## config.mk

```make
export PLATFORM = sky130hd
export DESIGN_NAME = mode_fifo
export DESIGN_NICKNAME = d
export VERILOG_FILES = /design/src/rtl/mode_fifo.sv
export SDC_FILE = /design/constraint.sdc
export NUM_CORES = 1
export LEC_CHECK = 0
export BUFFER_PORTS_ARGS = -buffer_cell sky130_fd_sc_hd__buf_2
export CORE_ASPECT_RATIO = 1.2
export CORE_MARGIN = 1.5
export CORE_UTILIZATION = 50
export DETAILED_ROUTE_END_ITERATION = 12
export PLACE_DENSITY = 0.7
export SYNTH_ARGS = -nofsm -noshare
export SYNTH_HDL_FRONTEND = slang
export SYNTH_SLANG_ARGS = --single-unit
```

## constraint.sdc

```tcl
create_clock -name clk -period 4.2 [get_ports clk]
set_clock_uncertainty 0.05 [all_clocks]
set_input_delay 0.42 -clock clk [delete_from_list [all_inputs] [get_ports clk]]
set_output_delay 0.42 -clock clk [all_outputs]
set_load 0.02 [all_outputs]
```

## src/rtl/mode_fifo.sv

```systemverilog
module mode_fifo #(
  parameter int WIDTH     = 16,
  parameter int DEPTH     = 8,
  parameter int MON_DEPTH = 7,
  parameter int RES_W     = 12,
  localparam int AW       = $clog2(DEPTH),
  localparam int CW       = $clog2(DEPTH + 1),
  localparam int TW       = WIDTH - RES_W
) (
  input  logic             clk,
  input  logic             rst_n,
  input  logic [1:0]       mode_sel,
  input  logic             push,
  input  logic [WIDTH-1:0] push_data,
  input  logic [TW-1:0]    mon_tag,
  input  logic             host_rd,
  output logic [WIDTH-1:0] host_data,
  input  logic             nvm_rd,
  output logic [WIDTH-1:0] nvm_data,
  output logic             full,
  output logic             empty,
  output logic [CW-1:0]    count,
  output logic             drop_flag
);

  localparam logic [1:0] M_MSG = 2'b00;
  localparam logic [1:0] M_MON = 2'b01;

  logic [WIDTH-1:0] mem [DEPTH];
  logic [AW-1:0]    rd_ptr, wr_ptr;
  logic [1:0]       mode_q;
  logic             chg, is_mon, is_str, do_pop, do_wr, ovr, inc, dec;
  logic [CW-1:0]    limit;
  logic [WIDTH-1:0] wdata, head;

  function automatic logic [AW-1:0] nxt(input logic [AW-1:0] p);
    return (p == AW'(DEPTH - 1)) ? '0 : p + 1'b1;
  endfunction

  assign chg    = mode_sel != mode_q;
  assign is_mon = mode_q == M_MON;
  assign is_str = mode_q[1];
  assign limit  = is_mon ? CW'(MON_DEPTH) : CW'(DEPTH);
  assign full   = count == limit;
  assign empty  = count == '0;
  assign do_pop = !chg && !empty && (is_str ? nvm_rd : host_rd);
  assign do_wr  = !chg && push && (!full || is_mon);
  assign ovr    = do_wr && full;
  assign inc    = do_wr && !full;
  assign dec    = do_pop && !ovr;
  assign wdata  = is_mon ? {mon_tag, push_data[RES_W-1:0]} : push_data;
  assign head   = mem[rd_ptr];

  assign host_data = (is_str || empty) ? '0 : head;
  assign nvm_data  = (is_str && !empty) ? head : '0;

  always_ff @(posedge clk) begin
    if (do_wr) mem[wr_ptr] <= wdata;
  end

  always_ff @(posedge clk or negedge rst_n) begin
    if (!rst_n) begin
      mode_q    <= M_MSG;
      rd_ptr    <= '0;
      wr_ptr    <= '0;
      count     <= '0;
      drop_flag <= 1'b0;
    end else if (chg) begin
      mode_q    <= mode_sel;
      rd_ptr    <= '0;
      wr_ptr    <= '0;
      count     <= '0;
      drop_flag <= 1'b0;
    end else begin
      if (do_wr)          wr_ptr <= nxt(wr_ptr);
      if (do_pop || ovr)  rd_ptr <= nxt(rd_ptr);
      count <= count + CW'(inc) - CW'(dec);
      if (mode_q == M_MSG && push && full) drop_flag <= 1'b1;
    end
  end

  AST_MON_BOUND: assert property (@(posedge clk) disable iff (!rst_n)
    is_mon |-> count <= CW'(MON_DEPTH));

  AST_MON_OVERWRITE: assert property (@(posedge clk) disable iff (!rst_n)
    (!chg && is_mon && push && full) |=> count == CW'(MON_DEPTH));

  AST_MSG_REFUSE: assert property (@(posedge clk) disable iff (!rst_n)
    (!chg && mode_q == M_MSG && push && full && !host_rd) |=> ($stable(count) && drop_flag));

  AST_MODE_CLEAR: assert property (@(posedge clk) disable iff (!rst_n)
    chg |=> (empty && !drop_flag));

  AST_STREAM_HOST_RD: assert property (@(posedge clk) disable iff (!rst_n)
    (!chg && is_str && host_rd && !nvm_rd && !push) |=> $stable(count));

  AST_PUSH_POP_HOLD: assert property (@(posedge clk) disable iff (!rst_n)
    (!chg && !is_str && push && host_rd && !empty && !full) |=> $stable(count));

  AST_EMPTY_POP: assert property (@(posedge clk) disable iff (!rst_n)
    (empty && !push) |=> empty);

endmodule

```

# Word level (Yosys, flattened, before mapping)

Memories as Yosys holds them, arrays and structs flattened.
Cells that the tools add are included.

Mux-type cells: 16
Add/sub/neg operators: 4
Equality and inequality tests: 5
Reduce and logical (&&, ||, !) cells: 22

Operators with widths:

| cell                                                             | number |
|---|---|
| 16-bit 2-to-1 mux                                                | 3 |
| 3-bit 2-to-1 mux                                                 | 6 |
| 1-bit logical AND                                                | 10 |
| 4-bit 2-to-1 mux                                                 | 2 |
| 3-bit by 1-bit adder with 3-bit output (second input constant)   | 2 |
| 3-bit == test (second input constant)                            | 2 |
| 2-bit nonzero test                                               | 3 |
| 1-bit 2-to-1 mux                                                 | 5 |
| 4-bit by 1-bit adder with 4-bit output                           | 1 |
| 4-bit == test                                                    | 1 |
| 1-bit zero test                                                  | 4 |
| 4-bit zero test                                                  | 1 |
| 4-bit by 1-bit subtractor with 4-bit output                      | 1 |
| 1-bit logical OR                                                 | 3 |
| 2-bit by 1-bit == test with 1-bit output (second input constant) | 1 |
| 2-bit zero test                                                  | 1 |
| 2-bit inequality test                                            | 1 |

Output and inout bits: 39
Input bits: 27
Word-level logic and storage cells: 53
Register bits: 13
Memories: 1
RAM bits: 128

Memories:

| name | depth | width | rd ports | clocked after memory_dff | write ports | line | source |
|---|---|---|---|---|---|---|---|
| mem  | 8     | 16    | 1        | 0                        | 1           | 29   | `logic [WIDTH-1:0] mem [DEPTH];` |

# Logic depth before layout (Yosys ltp)

Gate-level depths: netlist of run 1.

Depth after elaboration: 11
Depth in mapped cells: 12
Gate-level depth less buffers: 12

# Worst setup path before layout of run 1

OpenSTA, ideal clock, no wires.

Path type: flip-flop to flip-flop
From: reg mode_q[1]
To: mem mem[2][0], enable pin
Cell stages (with the launch flop): 5
Data required time: 3.720 ns
Data arrival time: 2.604 ns
Period minus slack after synthesis: 3.085 ns
Library setup time: 0.430 ns
Path slack: 1.115 ns
Path buffers: 1
Cells stage by stage: dfrtp_1 -> xor2_1 -> or2_0 -> buf_6 -> nor4_1

Word-level cells in the longest chain between the ends: 8
Elaborated cells between the ends (all ways): 11
Those cells by class: 3 x eq/ne; 3 x mux; 5 x reduce/logical

Ends and longest elaborated chain:

| what                                       | line | source |
|---|---|---|
| start: declaration                         | 31   | `logic [1:0] mode_q;` |
| start signal: assignment                   | 69   | `mode_q <= mode_sel;` |
| 2-bit by 1-bit == test with 1-bit output   | 41   | `assign is_mon = mode_q == M_MON;` |
| 4-bit 2-to-1 mux                           | 43   | `assign limit = is_mon ? CW'(MON_DEPTH) : CW'(DEPTH);` |
| 4-bit == test                              | 44   | `assign full = count == limit;` |
| 1-bit zero test                            | 47   | `assign do_wr = !chg && push && (!full \|\| is_mon);` |
| 1-bit logical OR                           | 47   |  |
| 1-bit logical AND (*)                      | 47   |  |
| 1-bit 2-to-1 mux (*)                       | 58   | `if (do_wr) mem[wr_ptr] <= wdata;` |
| 1-bit 2-to-1 mux (not written as such) (*) | 58   |  |
| end: declaration                           | 29   |  |

Mark *: on every way between the ends. The rest lies on a longest branch, timed or not.

# Worst setup path in the final report of run 1

From: reg count[2]
To: out nvm_data[8]

Word-level cells in the longest chain between the ends: 4

Ends and longest elaborated chain:

| what                     | line | source |
|---|---|---|
| start: declaration       | 22   | `output logic [CW-1:0] count,` |
| start signal: assignment | 77   | `count <= count + CW'(inc) - CW'(dec);` |
| 4-bit zero test          | 45   | `assign empty = count == '0;` |
| 1-bit zero test          | 55   | `assign nvm_data = (is_str && !empty) ? head : '0;` |
| 1-bit logical AND        | 55   |  |
| 16-bit 2-to-1 mux        | 55   |  |
| end: declaration         | 19   | `output logic [WIDTH-1:0] nvm_data,` |

Every way passes these cells.

==> impl_metrics.py, run 1 <==
metrics = {
    "run_status": {
        "status": "finished, final reports clean",
    },
    "power": {
        "p_sw_share_pct": 19.58,
        "ir_drop_mv": 0.2951,
        "p_clk_share_pct": 47.9,
        "powerDensity_nw_per_um2": 454.7,
        "leakagePower_nw": 2.563,
        "switching_power_w": 0.0006367,
        "power.internal_w": 0.002616,
        "seqPwrFrac_pct": 47.9,
        "p_comb_share_pct": 4.2,
    },
    "clock_network": {
        "cts_root_buf": "clkbuf_16",
        "cts_sinks": 141,
        "ctsLongestPathBuffers": 2,
        "cts.htree.levels": 4,
        "cts_inserted_buffers": 17,
        "clk_latency_ns": 0.41,
        "cts_setup_buffers": 0,
        "cts_tree": "done",
        "path_clk_slew_ns": 0.06,
    },
    "floorplanning": {
        "die_x_um": 103.2,
        "rows": 43,
        "core_area_um2": 11670,
        "initial_core_util_pct": 51.56,
        "pin_count": 66,
        "die_y_um": 123.2,
        "die_area_um2": 12710,
    },
    "logic_synthesis": {
        "async_reset_ff_share_pct": 9.220,
        "synth-seq-cells": 141,
        "avgSynthCellArea_um2": 15.76,
        "ys_types": 43,
        "synth_warnings": 0,
        "synth_ff_type": "edfxtp_1",
        "synth.top_cell.area_share_pct": 63.85,
        "synthCells": 382,
        "ys_seq_area_share_pct": 69.26,
        "syn-num-nets": 419,
        "synth_edf_count": 128,
        "synth_area_leaders": "edfxtp_1, mux2_2, mux2i_1",
        "synth_most_common_cell": "edfxtp_1",
        "syn_area_um2": 6020,
        "ys_top_cells_by_count": "edfxtp_1, nor2_1, mux2i_1, mux2_2, nand2_1",
        "synth_top_cell_by_area": "edfxtp_1",
    },
    "sta": {
        "setup_violations": 0,
        "max_freq_mhz": 337.4,
        "tns_ns": 0,
        "hold_violations": 0,
        "slew_headroom_pct": 43.81,
        "timing.final.crit_share_pct": 70.57,
        "drv_slew": 0,
        "rsz0062_at_grt": "no",
        "worst_pin_slew_ns": 0.8428,
        "fin_crit_ns": 2.964,
    },
    "flow_run": {
        "cap_violations": 0,
    },
    "finish": {
        "syn2layout_area_growth_pct": 18.83,
        "diodes": 0,
        "drive_above_1_share_pct": 32.55,
        "num-nets-final": 494,
        "multi_input_area_um2": 1704,
        "fill_cells": 893,
        "final_util_pct": 61.27,
        "seqCellArea_um2": 4170,
    },
    "route": {
        "dr.pass1.iters": 4,
        "num_vias": 3499,
        "drc": 0,
        "wl_um": 12330,
        "drt_iter0_markers": 168,
        "vias_per_cell": 5.581,
        "postRouteAntennaNets": 0,
        "wl_per_cell_um": 19.66,
    },
    "critical_path": {
        "cp-end-kind": "output pin",
        "r2r_start": "count[2]",
        "critical_path_class": "reg -> out",
        "crit_path_max_fanout": 16,
        "arrival_ns": 2.49,
        "cp-startpoint": "count[2]",
        "start_kind": "flop",
        "crit_required_ns": 3.73,
    },
    "global_routing": {
        "grt_pass1_vias": 3457,
        "track_usage_pct": 20.85,
        "grt_antenna_before_repair": 0,
        "grt_max_degree": 67,
        "grt_pass1_wl_um": 18790,
        "grt-ovfl-total": 0,
    },
    "placement": {
        "port_buffers": 65,
        "gp_congestion": 0.7450,
        "hpwl_um": 7634,
    },
    "min_path": {
        "hold_path_class": "in -> reg",
        "min-delay-start": "mode_sel[0]",
    },
}
## cell families after synthesis
| logic type | Yosys count | share of synthesized area [%] |
|---|---|---|
| compound gates | 41 | 5.529 |
| flops | 141 | 69.26 |
| fa+ha+maj | 10 | 2.203 |
| simple gates | 87 | 7.192 |
| buf+inv | 28 | 2.702 |
| mux | 71 | 12.53 |
| xor+xnor | 4 | 0.5821 |
## worst paths after layout
kind,end,slack (ns),depth (start not counted)
max reg2reg,count[2],1.50,11
max in group asynchronous,rd_ptr[1],3.46,2
min,mode_q[0],0.09,1
min reg2reg,drop_flag,0.48,2
max,nvm_data[8],1.24,6
min in group asynchronous,count[3],0.39,2
## power groups by stage
stage	combinational [W]	sequential, W	clock (W)
after CTS	0.000141	0.00156	0.00157
after floorplan	0.0000803	0.00159	0
after global routing	0.000153	0.00156	0.00163
final	0.000138	0.00156	0.00156
after global placement	0.000136	0.00158	0
after detailed placement	0.000139	0.00159	0
## state kept, by name, summed over array words and instances (netlist names)
register / cells
mode_q: 2
drop_flag: 1
wr_ptr: 3
rd_ptr: 3
count: 4
mem: 128
## critical path: stages (launching register included)
cell and delay, ns:
dfrtp_1 0.40, inv_1 0.09, ha_1 0.14, or3b_2 0.49, nand2_1 0.62, nor2_1 0.12, buf_2 0.19
## cell usage in the layout (no fill, tap or decap), types with 2 or more instances in the layout
cell          n
xnor2_1       2
dfrtp_1      12
clkbuf_16    17
buf_2        65
mux2_2       35
xor2_1        2
nand2_1      14
a22oi_1       2
ha_1          9
clkinv_2      5
a21oi_1       5
nand2b_1      4
nor3_2        2
clkbuf_8      2
mux2i_1      36
or3b_2        2
clkinvlp_4    2
o22ai_1      13
o211ai_1      3
and2_1        2
bufinv_16     4
buf_4        10
edfxtp_1    128
a221o_1      13
nor2_1       42
inv_1         7
nand3_1       8
## final cells by class
type / instances / area share, %
clock buffers: 20 / 6.384
flip-flops and latches: 141 / 58.30
repair buffers: 77 / 6.017
well taps: 157 / 2.746
inverters: 7 / 0.3673
clock inverters: 12 / 2.361
multi-input cells: 213 / 23.82
## stage by stage
step                setup slack, ns  std cells  total power, W  hold WS [ns]  area (µm²)
finish                        1.236        627        0.003252       0.09128        7153
global route                  1.071        627        0.003338       0.08558        7153
CTS                           1.165        627        0.003272       0.07668        7153
detailed placement            1.419        594        0.001725        0.2794        6518
global placement              1.484        594        0.001720        0.2749        6518
floorplan                     1.115        382        0.001666       0.07441        6020
## what timing repair did
item / CTS / global route
hold buffers: 1 / 0
resized for setup: 0 / 0
setup endpoints to repair: 0 / 0
endpoints found under the hold margin: 13 / 0
## routing by layer
| metal | share of wire, % | wire [µm] | vias to the layer above | global-route usage [%] |
|---|---|---|---|---|
| li1 | - | - | 1617 | - |
| met4 | 1.4 | 175 | 0 | 7.939 |
| met3 | 4.3 | 532 | 12 | 4.466 |
| met2 | 53 | 6573 | 102 | 35.07 |
| met1 | 41 | 5047 | 1768 | 26.47 |
| met5 | 0 | 0 | - | 0 |
(Power assumes the default switching activity.)
==> run 2: changes to the inputs <==
- ABC_AREA: not set -> 1
- clock period: 4.2 -> 3.1 ns (I/O delays scaled with it)
==> impl_metrics.py, run 2 <==
metrics = {
    "route": {
        "dr.pass1.iters": 4,
        "postRouteAntennaNets": 0,
        "vias_per_cell": 5.260,
        "num_vias": 4071,
        "drt_iter0_markers": 249,
        "wl_um": 12850,
        "wl_per_cell_um": 16.60,
        "drc": 0,
    },
    "finish": {
        "top_regs": "mem: 128 flops, count: 4 flops",
        "drive_above_1_share_pct": 22.68,
        "layout_commonest_cell": "nor2_1",
        "num-nets-final": 637,
        "layout_common_cells": "nor2_1, edfxtp_1, buf_2",
        "final_util_pct": 60.20,
        "diodes": 0,
        "syn2layout_area_growth_pct": 17.96,
        "top_register": "mem",
        "largest_reg_flops": 128,
        "fill_cells": 1002,
        "fin_cells": 774,
    },
    "floorplanning": {
        "core_area_um2": 12000,
        "die_x_um": 104.0,
        "die_y_um": 124.2,
        "initial_core_util_pct": 51.03,
        "pin_count": 66,
        "rows": 44,
        "die_area_um2": 12930,
    },
    "logic_synthesis": {
        "synth.top_cell.area_share_pct": 62.76,
        "synth_xor_area_share_pct": 0.1430,
        "synth_mux_area_share_pct": 0,
        "synthAdderAreaFrac_pct": 2.165,
        "synth_most_common_cell": "nor2_1",
        "synth_top_family_by_area": "simple AND/OR/NAND/NOR gates",
        "ys_seq_area_share_pct": 68.07,
        "synth_ff_type": "edfxtp_1",
        "synth-seq-cells": 141,
        "syn_area_um2": 6125,
        "synth_edf_count": 128,
        "synthSimpleGateAreaFrac_pct": 14.28,
        "synth_top_cell_by_area": "edfxtp_1",
        "syn-num-nets": 563,
        "synthCells": 526,
        "ys_top_cells_by_count": "nor2_1, edfxtp_1, o21ai_1, o21ai_0, nand2_1",
        "ys_types": 30,
        "synth_warnings": 0,
        "async_reset_ff_share_pct": 9.220,
        "synth_area_leaders": "edfxtp_1, nor2_1, dfrtp_1",
        "avgSynthCellArea_um2": 11.64,
        "synth_compound_area_share_pct": 11.40,
    },
    "clock_network": {
        "cts.htree.levels": 4,
        "cts_inserted_buffers": 17,
        "ctsLongestPathBuffers": 2,
        "clk_latency_ns": 0.40,
        "cts_sinks": 141,
        "cts_root_buf": "clkbuf_16",
        "cts_tree": "done",
        "cts_setup_buffers": 0,
        "cts_resized": 0,
        "path_clk_slew_ns": 0.06,
    },
    "sta": {
        "worst_pin_slew_ns": 0.8208,
        "hold_violations": 0,
        "fin_crit_ns": 2.615,
        "setup_violations": 0,
        "timing.final.crit_share_pct": 84.34,
        "worst_slack_ns": 0.4854,
        "tns_ns": 0,
        "rsz0062_at_grt": "no",
        "slew_headroom_pct": 45.15,
        "max_freq_mhz": 382.5,
        "drv_slew": 0,
    },
    "min_path": {
        "hold_path_depth": 1,
        "hold_path_class": "in -> reg",
    },
    "placement": {
        "dpl_worst_slack_ns": 0.6464,
        "hpwl_um": 7588,
        "gp_congestion": 0.7990,
        "port_buffers": 65,
        "dp.cells": 739,
    },
    "power": {
        "leakagePower_nw": 2.756,
        "ir_drop_mv": 0.3493,
        "powerDensity_nw_per_um2": 601.2,
    },
    "global_routing": {
        "track_usage_pct": 20.75,
        "grt_pass1_wl_um": 20580,
        "grt_antenna_before_repair": 0,
        "grt-ovfl-total": 0,
        "grt_pass1_vias": 4224,
        "grt_max_degree": 68,
    },
    "flow_run": {
        "cap_violations": 0,
    },
    "critical_path": {
        "crit_required_ns": 2.74,
        "cp-end-kind": "output pin",
        "critical_path_class": "reg -> out",
        "r2r_cells": 12,
        "crit_path_max_fanout": 67,
        "arrival_ns": 2.25,
        "start_kind": "flop",
    },
    "run_status": {
        "status": "finished, final reports clean",
    },
}
## run 2: logic make-up (layout without fill, tap and decap cells)
group / count (synthesis) / after routing
XOR/XNOR: 1 / 1
buffers and inverters: 50 / 137
flip-flops: 141 / 141
AO/OA/AOI/OAI: 119 / 119
AND/OR/NAND/NOR: 205 / 205
adder cells (fa/ha/maj): 10 / 10
## run 2: area by class of cell
| type | count | area (µm²) | share of cell area, % |
|---|---|---|---|
| repair buffers | 82 | 473.0 | 6.547 |
| flip-flops and latches | 141 | 4170 | 57.72 |
| inverters | 23 | 86.33 | 1.195 |
| clock buffers | 17 | 425.4 | 5.888 |
| well taps | 161 | 201.4 | 2.788 |
| clock inverters | 15 | 153.9 | 2.130 |
| multi-input cells | 335 | 1714 | 23.73 |
## run 2: where the power goes
part	switching, W	internal [W]
combinational	0.000195	0.0000835
sequential	0.00000667	0.00209
clock	0.000720	0.00124
total	0.000922	0.00342
## run 2: path summary, 6_finish.rpt
check	start	end	slack (ns)
worst min-delay path	push_data[2]	mem[6][2]	0.12
worst max-delay path	rd_ptr[0]	nvm_data[14]	0.49
worst min register to register	drop_flag	drop_flag	0.49
max in group asynchronous	rst_n	rd_ptr[0]	2.45
worst max register to register	mode_q[1]	count[2]	0.62
min in group asynchronous	rst_n	wr_ptr[0]	0.28
## run 2: per-layer routing
layer  track usage (%)  vias to the layer above  routed length, µm
met1             23.73                     1963               5161
met3             4.674                       10                575
met4             8.333                        0                149
li1                  -                     1988                  -
met2             37.40                      110               6960
met5                 0                        -                  0
## run 2: through the flow
step / total power, W / instance area (µm²) / hold WS, ns
global route: 0.004477 / 7224 / 0.1078
global placement: 0.002401 / 6615 / 0.1665
CTS: 0.004368 / 7224 / 0.1043
finish: 0.004343 / 7224 / 0.1223
floorplan: 0.002332 / 6125 / -0.03559
detailed placement: 0.002414 / 6615 / 0.1738
## run 2: what timing repair did
item,CTS,global route
endpoints found under the hold margin,15,0
setup endpoints to repair,0,0
hold buffers,3,0
## run 2: critical path: stages, from the launching register on
cell	delay (ns)
dfrtp_2	0.37
buf_4	0.55
o21ai_0	0.23
o211ai_1	0.23
o21ai_1	0.15
nor2_1	0.13
buf_2	0.19
